===== config.mk =====
export PLATFORM = sky130hd
export DESIGN_NAME = thermal_throttle_ctrl
export DESIGN_NICKNAME = d
export VERILOG_FILES = /design/src/rtl/thr_pkg.sv /design/src/rtl/thr_regs.sv /design/src/rtl/thr_arbiter.sv /design/src/rtl/thr_duty_fsm.sv /design/src/rtl/thermal_throttle_ctrl.sv
export SDC_FILE = /design/constraint.sdc
export NUM_CORES = 1
export LEC_CHECK = 0
export ABC_AREA = 1
export CORE_MARGIN = 3
export CORE_UTILIZATION = 40
export DETAILED_ROUTE_END_ITERATION = 7
export GPL_ROUTABILITY_DRIVEN = 0
export GPL_TIMING_DRIVEN = 0
export PLACE_DENSITY = 0.71
export SYNTH_ARGS = -nofsm -noshare
export SYNTH_HDL_FRONTEND = slang
export SYNTH_SLANG_ARGS = --single-unit

===== constraint.sdc =====
create_clock -name clk -period 4.4 [get_ports clk]
set_clock_uncertainty 0.15 [all_clocks]
set_input_delay 0.44 -clock clk [delete_from_list [all_inputs] [get_ports clk]]
set_output_delay 0.44 -clock clk [all_outputs]
set_load 0.02 [all_outputs]

===== src/rtl/thr_pkg.sv =====
package thr_pkg;
    typedef enum logic [1:0] {
        ST_IDLE    = 2'd0,
        ST_THERMAL = 2'd1,
        ST_NORMAL  = 2'd2
    } thr_state_e;
endpackage


===== src/rtl/thr_regs.sv =====
module thr_regs #(
    parameter int RATIO_W = 3
) (
    input  logic               clk,
    input  logic               rst_n,
    input  logic               wr_en,
    input  logic [RATIO_W+1:0] wr_data,
    output logic               en_q,
    output logic [RATIO_W-1:0] ratio_q,
    output logic               lock_q
);
    localparam int LOCK_BIT = RATIO_W + 1;

    always_ff @(posedge clk or negedge rst_n) begin
        if (!rst_n) begin
            en_q    <= 1'b0;
            ratio_q <= '0;
            lock_q  <= 1'b0;
        end else if (wr_en) begin
            // the old lock value gates the fields, so the setting write still lands
            if (!lock_q) begin
                en_q    <= wr_data[0];
                ratio_q <= wr_data[RATIO_W:1];
            end
            lock_q <= lock_q | wr_data[LOCK_BIT];
        end
    end
endmodule


===== src/rtl/thr_arbiter.sv =====
module thr_arbiter #(
    parameter int RATIO_W    = 3,
    parameter int PSTATE_W   = 3,
    parameter int DEEP_FIRST = 2
) (
    input  logic                en_q,
    input  logic [RATIO_W-1:0]  ratio_q,
    input  logic                therm_alarm,
    input  logic                norm_req,
    input  logic [RATIO_W-1:0]  norm_ratio,
    input  logic [PSTATE_W-1:0] pwr_state,
    output logic                therm_go,
    output logic                norm_go
);
    logic deep_sleep;

    assign deep_sleep = (int'(pwr_state) >= DEEP_FIRST);
    assign therm_go   = en_q && therm_alarm && !deep_sleep && (ratio_q != '0);
    assign norm_go    = norm_req && (norm_ratio != '0);
endmodule


===== src/rtl/thr_duty_fsm.sv =====
module thr_duty_fsm
    import thr_pkg::*;
#(
    parameter int RATIO_W = 3
) (
    input  logic               clk,
    input  logic               rst_n,
    input  logic               therm_go,
    input  logic               norm_go,
    input  logic [RATIO_W-1:0] therm_ratio,
    input  logic [RATIO_W-1:0] norm_ratio,
    input  logic               tick,
    output logic               stpclk_n
);
    localparam int PERIOD = 1 << RATIO_W;

    thr_state_e         state_q, state_d;
    logic [RATIO_W-1:0] cnt_q;
    logic [RATIO_W-1:0] cur_ratio;
    logic [RATIO_W:0]   active_len;

    always_comb begin
        if (therm_go)     state_d = ST_THERMAL;
        else if (norm_go) state_d = ST_NORMAL;
        else              state_d = ST_IDLE;
    end

    always_ff @(posedge clk or negedge rst_n) begin
        if (!rst_n) begin
            state_q <= ST_IDLE;
            cnt_q   <= '0;
        end else begin
            state_q <= state_d;
            if (state_d != state_q)
                cnt_q <= '0;
            else if (state_q != ST_IDLE && tick)
                cnt_q <= cnt_q + 1'b1;
        end
    end

    always_comb begin
        cur_ratio = '0;
        unique case (state_q)
            ST_IDLE:    cur_ratio = '0;
            ST_THERMAL: cur_ratio = therm_ratio;
            ST_NORMAL:  cur_ratio = norm_ratio;
            default:    cur_ratio = '0;
        endcase
        active_len = (RATIO_W+1)'(PERIOD) - {1'b0, cur_ratio};
        stpclk_n   = !((cur_ratio != '0) && ({1'b0, cnt_q} < active_len));
    end
endmodule


===== src/rtl/thermal_throttle_ctrl.sv =====
module thermal_throttle_ctrl #(
    parameter int RATIO_W    = 3,
    parameter int PSTATE_W   = 3,
    parameter int DEEP_FIRST = 2
) (
    input  logic                clk,
    input  logic                rst_n,
    input  logic                wr_en,
    input  logic [RATIO_W+1:0]  wr_data,
    output logic [RATIO_W+1:0]  rd_data,
    input  logic                therm_alarm,
    input  logic                norm_req,
    input  logic [RATIO_W-1:0]  norm_ratio,
    input  logic [PSTATE_W-1:0] pwr_state,
    input  logic                tick,
    output logic                stpclk_n
);
    logic               en_q;
    logic               lock_q;
    logic [RATIO_W-1:0] ratio_q;
    logic               therm_go;
    logic               norm_go;

    thr_regs #(.RATIO_W(RATIO_W)) u_regs (
        .clk(clk), .rst_n(rst_n), .wr_en(wr_en), .wr_data(wr_data),
        .en_q(en_q), .ratio_q(ratio_q), .lock_q(lock_q)
    );

    thr_arbiter #(.RATIO_W(RATIO_W), .PSTATE_W(PSTATE_W), .DEEP_FIRST(DEEP_FIRST)) u_arb (
        .en_q(en_q), .ratio_q(ratio_q), .therm_alarm(therm_alarm),
        .norm_req(norm_req), .norm_ratio(norm_ratio), .pwr_state(pwr_state),
        .therm_go(therm_go), .norm_go(norm_go)
    );

    thr_duty_fsm #(.RATIO_W(RATIO_W)) u_fsm (
        .clk(clk), .rst_n(rst_n), .therm_go(therm_go), .norm_go(norm_go),
        .therm_ratio(ratio_q), .norm_ratio(norm_ratio), .tick(tick),
        .stpclk_n(stpclk_n)
    );

    assign rd_data = {lock_q, ratio_q, en_q};
endmodule


# Word-level counts from Yosys, hierarchy flattened
# Index checks and enable logic that the tools add are counted.
# word_totals
wordCells,33
ff_bits,10
# op_classes
mux,5
order_cmp,2
reduce_logical,14
bitwise,2
n_addsub,2
n_eq_ne,3
# ops
op,n
$reduce_bool 3->1,3
$logic_and 1x1->1,6
$mux 3,2
$pmux 3 s2,1
$lt 3x4->1,1
$mux 2,2
$reduce_bool 2->1,2
$sub 4x3->4 const A,1
$add 3x1->3 const B,1
$ge 3x2->1 const B,1
$eq 2x1->1 const B,1
$eq 2x2->1 const B,1
$logic_not 1->1,2
$ne 2x2->1,1
$reduce_and 2->1,1
$not 1->1,1
$or 1x1->1,1

# Longest topological paths before layout
# Gate-level depths: netlist (run 1).
# depth
word_depth,7
ltp_mapped,12
ltp_nobuf,12

# By module
# From an unflattened synthesis (run 1), not the netlist that was laid out.
# unflattened
cells_unflattened,92
area_unflattened_um2,671.9
# modules_own_cells
mod,instances,seq_area_each_um2,cells_each,area_each_um2
thr_duty_fsm,1,125.1,57,415.4
thr_regs,1,125.1,21,192.7
thr_arbiter,1,0.0,12,48.8
thermal_throttle_ctrl,1,0.0,2,15.0

# Worst setup path before layout (run 1)
# No wires, ideal clock.
# synth_path
kind,register to output
from,reg u_fsm.state_q[1]
to,out stpclk_n
required_ps,3810
path_buffers,0
setup_slack_ps,1977
t_arrival_ps,1833
stages_incl_launch_ff,12
path_cell_list,dfrtp_1 > inv_1 > ha_1 > nand2_1 > nand2_1 > nand2_1 > ha_1 > ha_1 > inv_1 > ha_1 > nand3_1 > nand3_1
# synth_between
elab_chain_len,6
elab_cells_between_ends,8
# synth_rtl
item,line,text
start: declaration,thr_duty_fsm.sv:17,"thr_state_e state_q, state_d;"
start signal: assignment,thr_duty_fsm.sv:33,state_q <= state_d;
$eq 2x2->1 or $eq 2x1->1 (tied branches),thr_duty_fsm.sv:43,unique case (state_q)
$pmux 3 s2 *,thr_duty_fsm.sv:43,
$sub 4x3->4,thr_duty_fsm.sv:49,"active_len = (RATIO_W+1)'(PERIOD) - {1'b0, cur_ratio};"
$lt 3x4->1,thr_duty_fsm.sv:50,"stpclk_n = !((cur_ratio != '0) && ({1'b0, cnt_q} < active_len));"
$logic_and 1x1->1 *,thr_duty_fsm.sv:50,
$logic_not 1->1 *,thr_duty_fsm.sv:50,
end: declaration,thermal_throttle_ctrl.sv:16,output logic stpclk_n
# Mark *: on every way between the ends. The rest lies on a longest branch, timed or not.

# Worst setup path after layout (run 1)
# Ends and elaborated chain as after synthesis.

==> results of run 1 <==
==> sequential cells by signal, summed over array words and instances, names as in the netlist <==
signal,flops
u_fsm.cnt_q,3
u_regs.ratio_q,3
u_fsm.state_q,2
u_regs.en_q,1
u_regs.lock_q,1
==> power groups by stage <==
stage                     clock network [mW]  registers [mW]  logic, mW
after floorplan                            0          0.0976     0.0227
after global placement                     0          0.0979     0.0427
after detailed placement                   0          0.0980     0.0440
after CTS                             0.0842          0.0962     0.0441
after global routing                  0.0883          0.0968     0.0489
final                                 0.0834          0.0962     0.0432
==> cell usage in the layout, fill, tap and decap left out <==
| cell type | Yosys | routed |
|---|---|---|
| nand2_1 | 27 | 27 |
| clkdlybuf4s50_1 | 0 | 21 |
| inv_1 | 13 | 13 |
| dfrtp_1 | 10 | 10 |
| ha_1 | 8 | 8 |
| nor2_1 | 7 | 7 |
| nand3_1 | 5 | 5 |
| clkinv_2 | 3 | 3 |
| a21oi_1 | 3 | 3 |
| clkbuf_4 | 0 | 3 |
| nor2_2 | 2 | 2 |
| inv_2 | 2 | 2 |
| xor2_1 | 2 | 2 |
| nand3_2 | 2 | 2 |
| buf_4 | 2 | 2 |
| nand3_4 | 1 | 1 |
| nand2_2 | 1 | 1 |
| a21boi_2 | 1 | 1 |
| mux2_1 | 1 | 1 |
| o21ai_1 | 1 | 1 |
| clkbuf_8 | 0 | 1 |
==> path summary, 6_finish.rpt <==
check	start	to	slack [ps]
min in group clk	u_regs.lock_q$_DFFE_PN0P_	u_regs.lock_q$_DFFE_PN0P_	340
max reg2reg	u_fsm.state_q[0]$_DFF_PN0_	u_fsm.cnt_q[2]$_DFFE_PN0P_	3020
max	u_fsm.state_q[1]$_DFF_PN0_	stpclk_n	1140
min	rst_n	u_regs.ratio_q[0]$_DFFE_PN0P_	340
min reg2reg	u_regs.lock_q$_DFFE_PN0P_	u_regs.lock_q$_DFFE_PN0P_	340
max in group asynchronous	rst_n	u_fsm.cnt_q[1]$_DFFE_PN0P_	3450
==> cell type report <==
class	count	area share
sequential	10	0.257
timing repair buffer	21	0.216
multi-input combinational	61	0.380
clock buffer	4	0.0373
tap	16	0.0206
buffer	2	0.0154
inverter	18	0.0734
==> routing by layer <==
| metal | wire length, microns | up-vias | share of wire | track usage |
|---|---|---|---|---|
| met5 | 0 | - | 0 | 0 |
| met4 | 29 | 0 | 0.022 | 0.0645 |
| met3 | 77 | 5 | 0.058 | 0.0150 |
| met2 | 623 | 21 | 0.47 | 0.256 |
| met1 | 604 | 261 | 0.45 | 0.162 |
| li1 | - | 328 | - | - |
==> logic make-up (layout without fill, tap and decap cells) <==
group,Yosys count,count (layout),synth area share
DFF,10,10,0.355
muxes,1,1,0.0160
xor gates and xnor gates,2,2,0.0248
and+or+nand+nor,45,45,0.296
AOI/OAI and AO/OA,5,5,0.0443
adders and majority gates,8,8,0.142
buffers and inverters,20,45,0.122
==> stage by stage <==
| stage | instances | instance area (sq um) | setup slack, ps | power [mW] |
|---|---|---|---|---|
| after floorplan | 91 | 706 | 1980 | 0.120 |
| after global placement | 128 | 936 | 1200 | 0.141 |
| after detailed placement | 128 | 936 | 1180 | 0.142 |
| after CTS | 132 | 972 | 1120 | 0.225 |
| after global routing | 132 | 972 | 941 | 0.234 |
| final | 132 | 972 | 1140 | 0.223 |
==> summary by stage, run 1 <==
Routing
The count of vias placed by the detailed router is 615. The residual DRC count is 0. For this run, the detailed router's first-pass iteration total came to 3. For this block, the initial DRC count from the detailed router was 5.

Once detail routing completed, the nets flagged for antenna violations numbered 0. The wire length per cell is 10.1 microns. The detailed-route wire length is 1.33 mm. Using the TritonRoute via totals, the vias-per-cell ratio works out to 4.66.

Finish
After filler insertion, the fill cell instance count of the layout stands at 165. Once layout is complete, the utilization of the core stands at 0.617. Summing all multi-input logic gate instances after layout gives 369 sq um. The repair_antennas step left the layout with diodes totalling 0.

Across the whole layout, storage elements account for 250 sq um. At the end of the flow, the number of nets in the layout was 142. In the final layout, the share of cells above drive strength 1 is 0.155. The area growth from synthesis to layout is 37.8%.

Pwr
The clock network fraction of total power is 0.374. The internal power consumption is 0.168 mW. For this design the total switching power over the nets is 0.0547 mW. Of the total power, registers draw 0.432. Power spread over the standard cell area amounts to 229 nW/um^2. Of the total power, the share spent switching nets is 0.246.

The share of total power dissipated in combinational logic is 0.194. For this design the static power due to leakage is 0.499 nW. VDD sags by at most 0.122 mV.

Critical path
The element type at the critical path start is a flop. In this run the worst path has a maximum fanout of 3. The number of gates on the worst path with buffers counted is 12. Among cell families on the critical path, the largest total delay comes from adder cells.

Measured in cells, the most critical reg-to-reg path has a length of 6. Among all stages on the critical path, the largest delay is contributed by clkdlybuf4s50_1. Walking the worst path, the cells encountered are inv_1 -> ha_1 -> nand2_1 -> nand2_1 -> nand2_1 -> ha_1 -> ha_1 -> inv_1 -> ha_1 -> nand3_1 -> nand3_1 -> clkdlybuf4s50_1. The data arrival time at the worst-slack endpoint is 2670 ps. The maximum cell stage delay along the critical path is 590 ps. The critical path buffer and inverter count is 3.

The critical path is of the reg2out type. At the worst endpoint, the required time is 3810 ps. The kind of capture point of the worst setup path is an output port. The most frequent cell on the critical path is ha_1.

Floorplanning
After floorplanning, the core was sized to cover 1580 sq um. 23 I/O pins were placed. The floorplan step defined a die boundary enclosing 2300 sq um. The die is 48 microns tall. Row generation in the floorplan step produced 14 rows.

The initial utilization of the core area, before any placement, comes to 0.448. The die span in x is 48 microns.

Logic synthesis
The post-synthesis cell type count is 18. By area the synthesized netlist is led by dfrtp_1 (35%), nand2_1 (14%), ha_1 (14%). Yosys instantiated no cell more often than nand2_1. The net count after synthesis is 116. The average footprint of a synthesized cell is 7.75 sq um.

In the synthesized netlist, the cells that appear most often are nand2_1 (27), inv_1 (13), dfrtp_1 (10). For this run, the register share of the synthesized area comes to 0.355. Among all flip-flop cells after synthesis, the most frequent one is dfrtp_1.

Counting flops with an async set or reset pin after synthesis yields a share of 1.00. Counting every instance in the synthesized netlist gives 91. The number of warning messages in the yosys log is 0. Of all cell types, the one taking the most synthesized area is dfrtp_1. The cell area that synthesis handed to floorplanning was 706 sq um. The top cell type's share of synthesized area is 0.355.

The number of synthesized register bits is 10. The synthesized design contains 0 enable-type register cells.

Place
Port buffering added 21 buffers. The detailed placer's ending HPWL is 1.12 mm.

GRT
Across every metal layer, demand over resource in global routing totals 0.140. The via count of the first global-routing pass is 575. The overflow left after global routing is 0.

The initial antenna violation count is 0. Entering global routing, the biggest net connects 11 pins. The first global-routing pass estimated 2.25 mm of wire.

Clocking
The worst-skew pair later-pin latency is 260 ps. The number of buffers inserted to repair setup after CTS is 0. The post-cts gate resize count is 0.

In this run, CTS created clock tree buffers numbering 3. The CTS clock-pin slew for the worst setup and hold paths is 70 ps. The clock root buffer is clkbuf_4. The tree built by TritonCTS fans out to 10 sinks. The depth of the CTS H-tree is 1. The clock tree from TritonCTS is yes.

In this run the deepest clock path goes through 2 buffers. The number of hold buffers added after CTS was 0.

Hold path
The min-delay analysis places its worst path in the category in2async.

Timing
For the pin with the worst max-slew slack, the measured transition is 462 ps. The achievable clock frequency is 307 MHz. The ratio of final minimum period to clock period is 0.741.

Setup violations remaining at the end of the flow were counted as 0. Setup repair after global routing left no endpoint under its margin. The total negative slack is 0 ps.

The worst slew margin relative to its limit is 0.691. The smallest clock period supported by the final layout is computed as 3260 ps. The minimum hold slack is 338 ps. The number of hold-slack violations in the final timing report is 0.

The final number of max-transition violations is 0.

Run
Across the run, the number of max-cap violations was 0.

Run status
The run finished with clean final reports.
No activity file was read; power rests on OpenSTA's default activity.
==> run 2, diff against run 1 <==
clock period = 3.2 ns   (was 4.4 ns; I/O delays follow)
==> run 2 against run 1 <==
Effect of this change:
- register-to-register slack worse by 1200 ps
- largest cell class unchanged
- design area up 0.26%
- power rose by 37%
- wire length rose by 1.3%
- highest routed layer unchanged
==> summary by stage, run 2 (synthesis gave the netlist of run 1 again) <==
Clocking
The number of buffers inserted to repair setup after CTS came to 0 (unchanged). The CTS sink count came to 10 (unchanged). The depth of the CTS H-tree is 1 (unchanged). The maximum number of buffers from clock root to sink is 2 (unchanged).

The CTS clock-pin slew for the worst setup and hold paths is 70 ps (about the same). The worst-skew pair later-pin latency is 260 ps (about the same). The clock tree from TritonCTS is yes.

The clock root buffer is clkbuf_4. The number of buffers added by the clock tree synthesis step was 3 (unchanged).

GRT
The maximum number of pins on one net before global-route repair was 11 (unchanged). The via count of the first global-routing pass is 575 (unchanged). The all-layer global routing usage is 0.140 (unchanged). The initial antenna violation count was 0 (unchanged). The overflow left after global routing is 0 (unchanged).

The wire length of the first global-routing pass is 2.25 mm (unchanged).

Routing
The via count normalized by instance count was 4.70 (+0.81%). The number of iterations in the first detailed-routing pass is 3 (unchanged). The residual DRC count is 0 (unchanged). The first-iteration detailed-routing DRC count came to 5 (unchanged). The wire length per cell is 10.2 microns (+1.3%).

The detailed-route wire length is 1.35 mm (+1.3%). The count of antenna-violating nets left after detailed routing is 0 (unchanged). The count of vias placed by the detailed router is 620 (+0.81%).

Finish
The total number of nets in the final design is 142 (unchanged). The final core utilization is 0.618 (+0.00159). The sequential cell area came to 250 sq um (unchanged). The commonest non-fill, non-tap cell in the layout is nand2_1. The largest registers in the layout are u_fsm.cnt_q: 3 flops, u_regs.ratio_q: 3 flops, u_fsm.state_q: 2 flops. The number of inserted filler cells in the final layout is 166 (+0.61%). The area growth from synthesis to layout is 38.1%. The top cell types in the final layout, fill and taps aside, are nand2_1 (27), clkdlybuf4s50_1 (20), inv_1 (13).

The share of final-layout standard cells stronger than drive strength 1 is 0.155 (unchanged). The area of the multi-input gates is 369 sq um (unchanged). The count of antenna diodes in the layout is 0 (unchanged).

Floorplanning
The number of placement rows is 14 (unchanged). The die span in x is 48 microns (unchanged). The placeable core area was 1580 sq um (unchanged). The top-level port count was 23 (unchanged). The y dimension of the die is 48 microns (unchanged). The area of the die is 2300 sq um (unchanged).

The initial cell density of the core is 0.448 (unchanged).

Critical path
The startpoint identified for the worst register-to-register timing path is u_fsm.state_q[0]$_DFF_PN0_. The element type at the critical path start is a flop. The data required time at the worst endpoint is 2730 ps (-1080 ps). The largest driver fanout on the critical path was 3 (unchanged).

The type of the worst setup path is reg2out. The data arrival time at the worst-slack endpoint was 2300 ps (-370 ps). The kind of capture point of the worst setup path is an output port.

In this run the worst setup path begins at u_fsm.state_q[1]$_DFF_PN0_.

Pwr
The leakage component of the power is 0.503 nW (+0.76%). The power density of the placed cells was 314 nW/um^2 (+37%). The worst vdd rail ir drop is 0.168 mV (+37%).

Timing
The ratio of final minimum period to clock period is 0.865. The total negative slack came to 0 ps (unchanged). The minimum hold slack is 221 ps (-117 ps). The number of hold-slack violations in the final timing report came to 0 (unchanged). The count of endpoints failing setup in the final report came to 0 (unchanged).

The worst slew margin relative to its limit is 0.691 (unchanged). The slew at the pin closest to its max-slew limit is 462 ps (unchanged). The shortest clock period the worst path allows after layout is 2770 ps. Based on the critical path, the design can be clocked at up to 361 MHz. The final number of max-transition violations was 0 (unchanged). Setup repair after global routing left no endpoint under its margin.

Run
The number of maximum-capacitance constraint violations is 0 (unchanged).

Hold path
The path class of the lowest-slack min-delay path is in2async.

Place
The detailed placer's ending HPWL is 1.12 mm (unchanged). The count of port buffers added during placement is 21 (unchanged).

Run status
The run finished with clean final reports.
-- run 2: per-layer routing --
metal	share of wire	global-route usage
met3	0.059	0.0150
met1	0.45	0.162
met4	0.021	0.0645
met2	0.47	0.256
met5	0	0
-- run 2: timing repair --
action | CTS | global route
resized for setup | 0 | 1
hold buffers | 0 | 0
setup endpoints to repair | 0 | 1
-- run 2: worst paths after layout --
kind / end / slack, ps / cells after the start
worst max-delay path: stpclk_n / 430 / 12
min in group clk: u_regs.lock_q$_DFFE_PN0P_ / 340 / 2
max in group asynchronous: u_fsm.cnt_q[1]$_DFFE_PN0P_ / 2370 / 1
worst min-delay path: u_regs.ratio_q[0]$_DFFE_PN0P_ / 220 / 1
worst min register to register: u_regs.lock_q$_DFFE_PN0P_ / 340 / 2
worst max register to register: u_fsm.cnt_q[2]$_DFFE_PN0P_ / 1820 / 6
-- run 2: where the power goes --
part	leakage, nW	switching [mW]	total (mW)	internal (mW)
combinational	0.366	0.0273	0.0592	0.0318
clock	0.0210	0.0456	0.115	0.0691
sequential	0.116	0.00239	0.132	0.130
-- run 2: stage by stage --
step           area [sq um]  power, mW  std cells  worst slack [ps]
6_report                975      0.306        132               433
5_1_grt                 975      0.322        132               226
4_1_cts                 972      0.309        132              44.5
3_5_place_dp            936      0.195        128               220
3_3_place_gp            936      0.193        128               240
2_1_floorplan           706      0.165         91               897
-- run 2: layout make-up --
type	instances	area share
clock buffer	4	0.0372
multi-input combinational	61	0.379
inverter	18	0.0732
buffer	2	0.0154
sequential	10	0.257
timing repair buffer	21	0.218
tap	16	0.0205
-- run 2: worst max-delay path, stage by stage, from the launching register on --
cell	delay (ps)
dfrtp_1	400
inv_1	120
ha_1	200
nand2_1	60
nand2_1	70
nand2_1	70
ha_1	200
ha_1	270
inv_1	40
ha_1	260
nand3_1	70
nand3_1	60
dlymetal6s2s_1	220
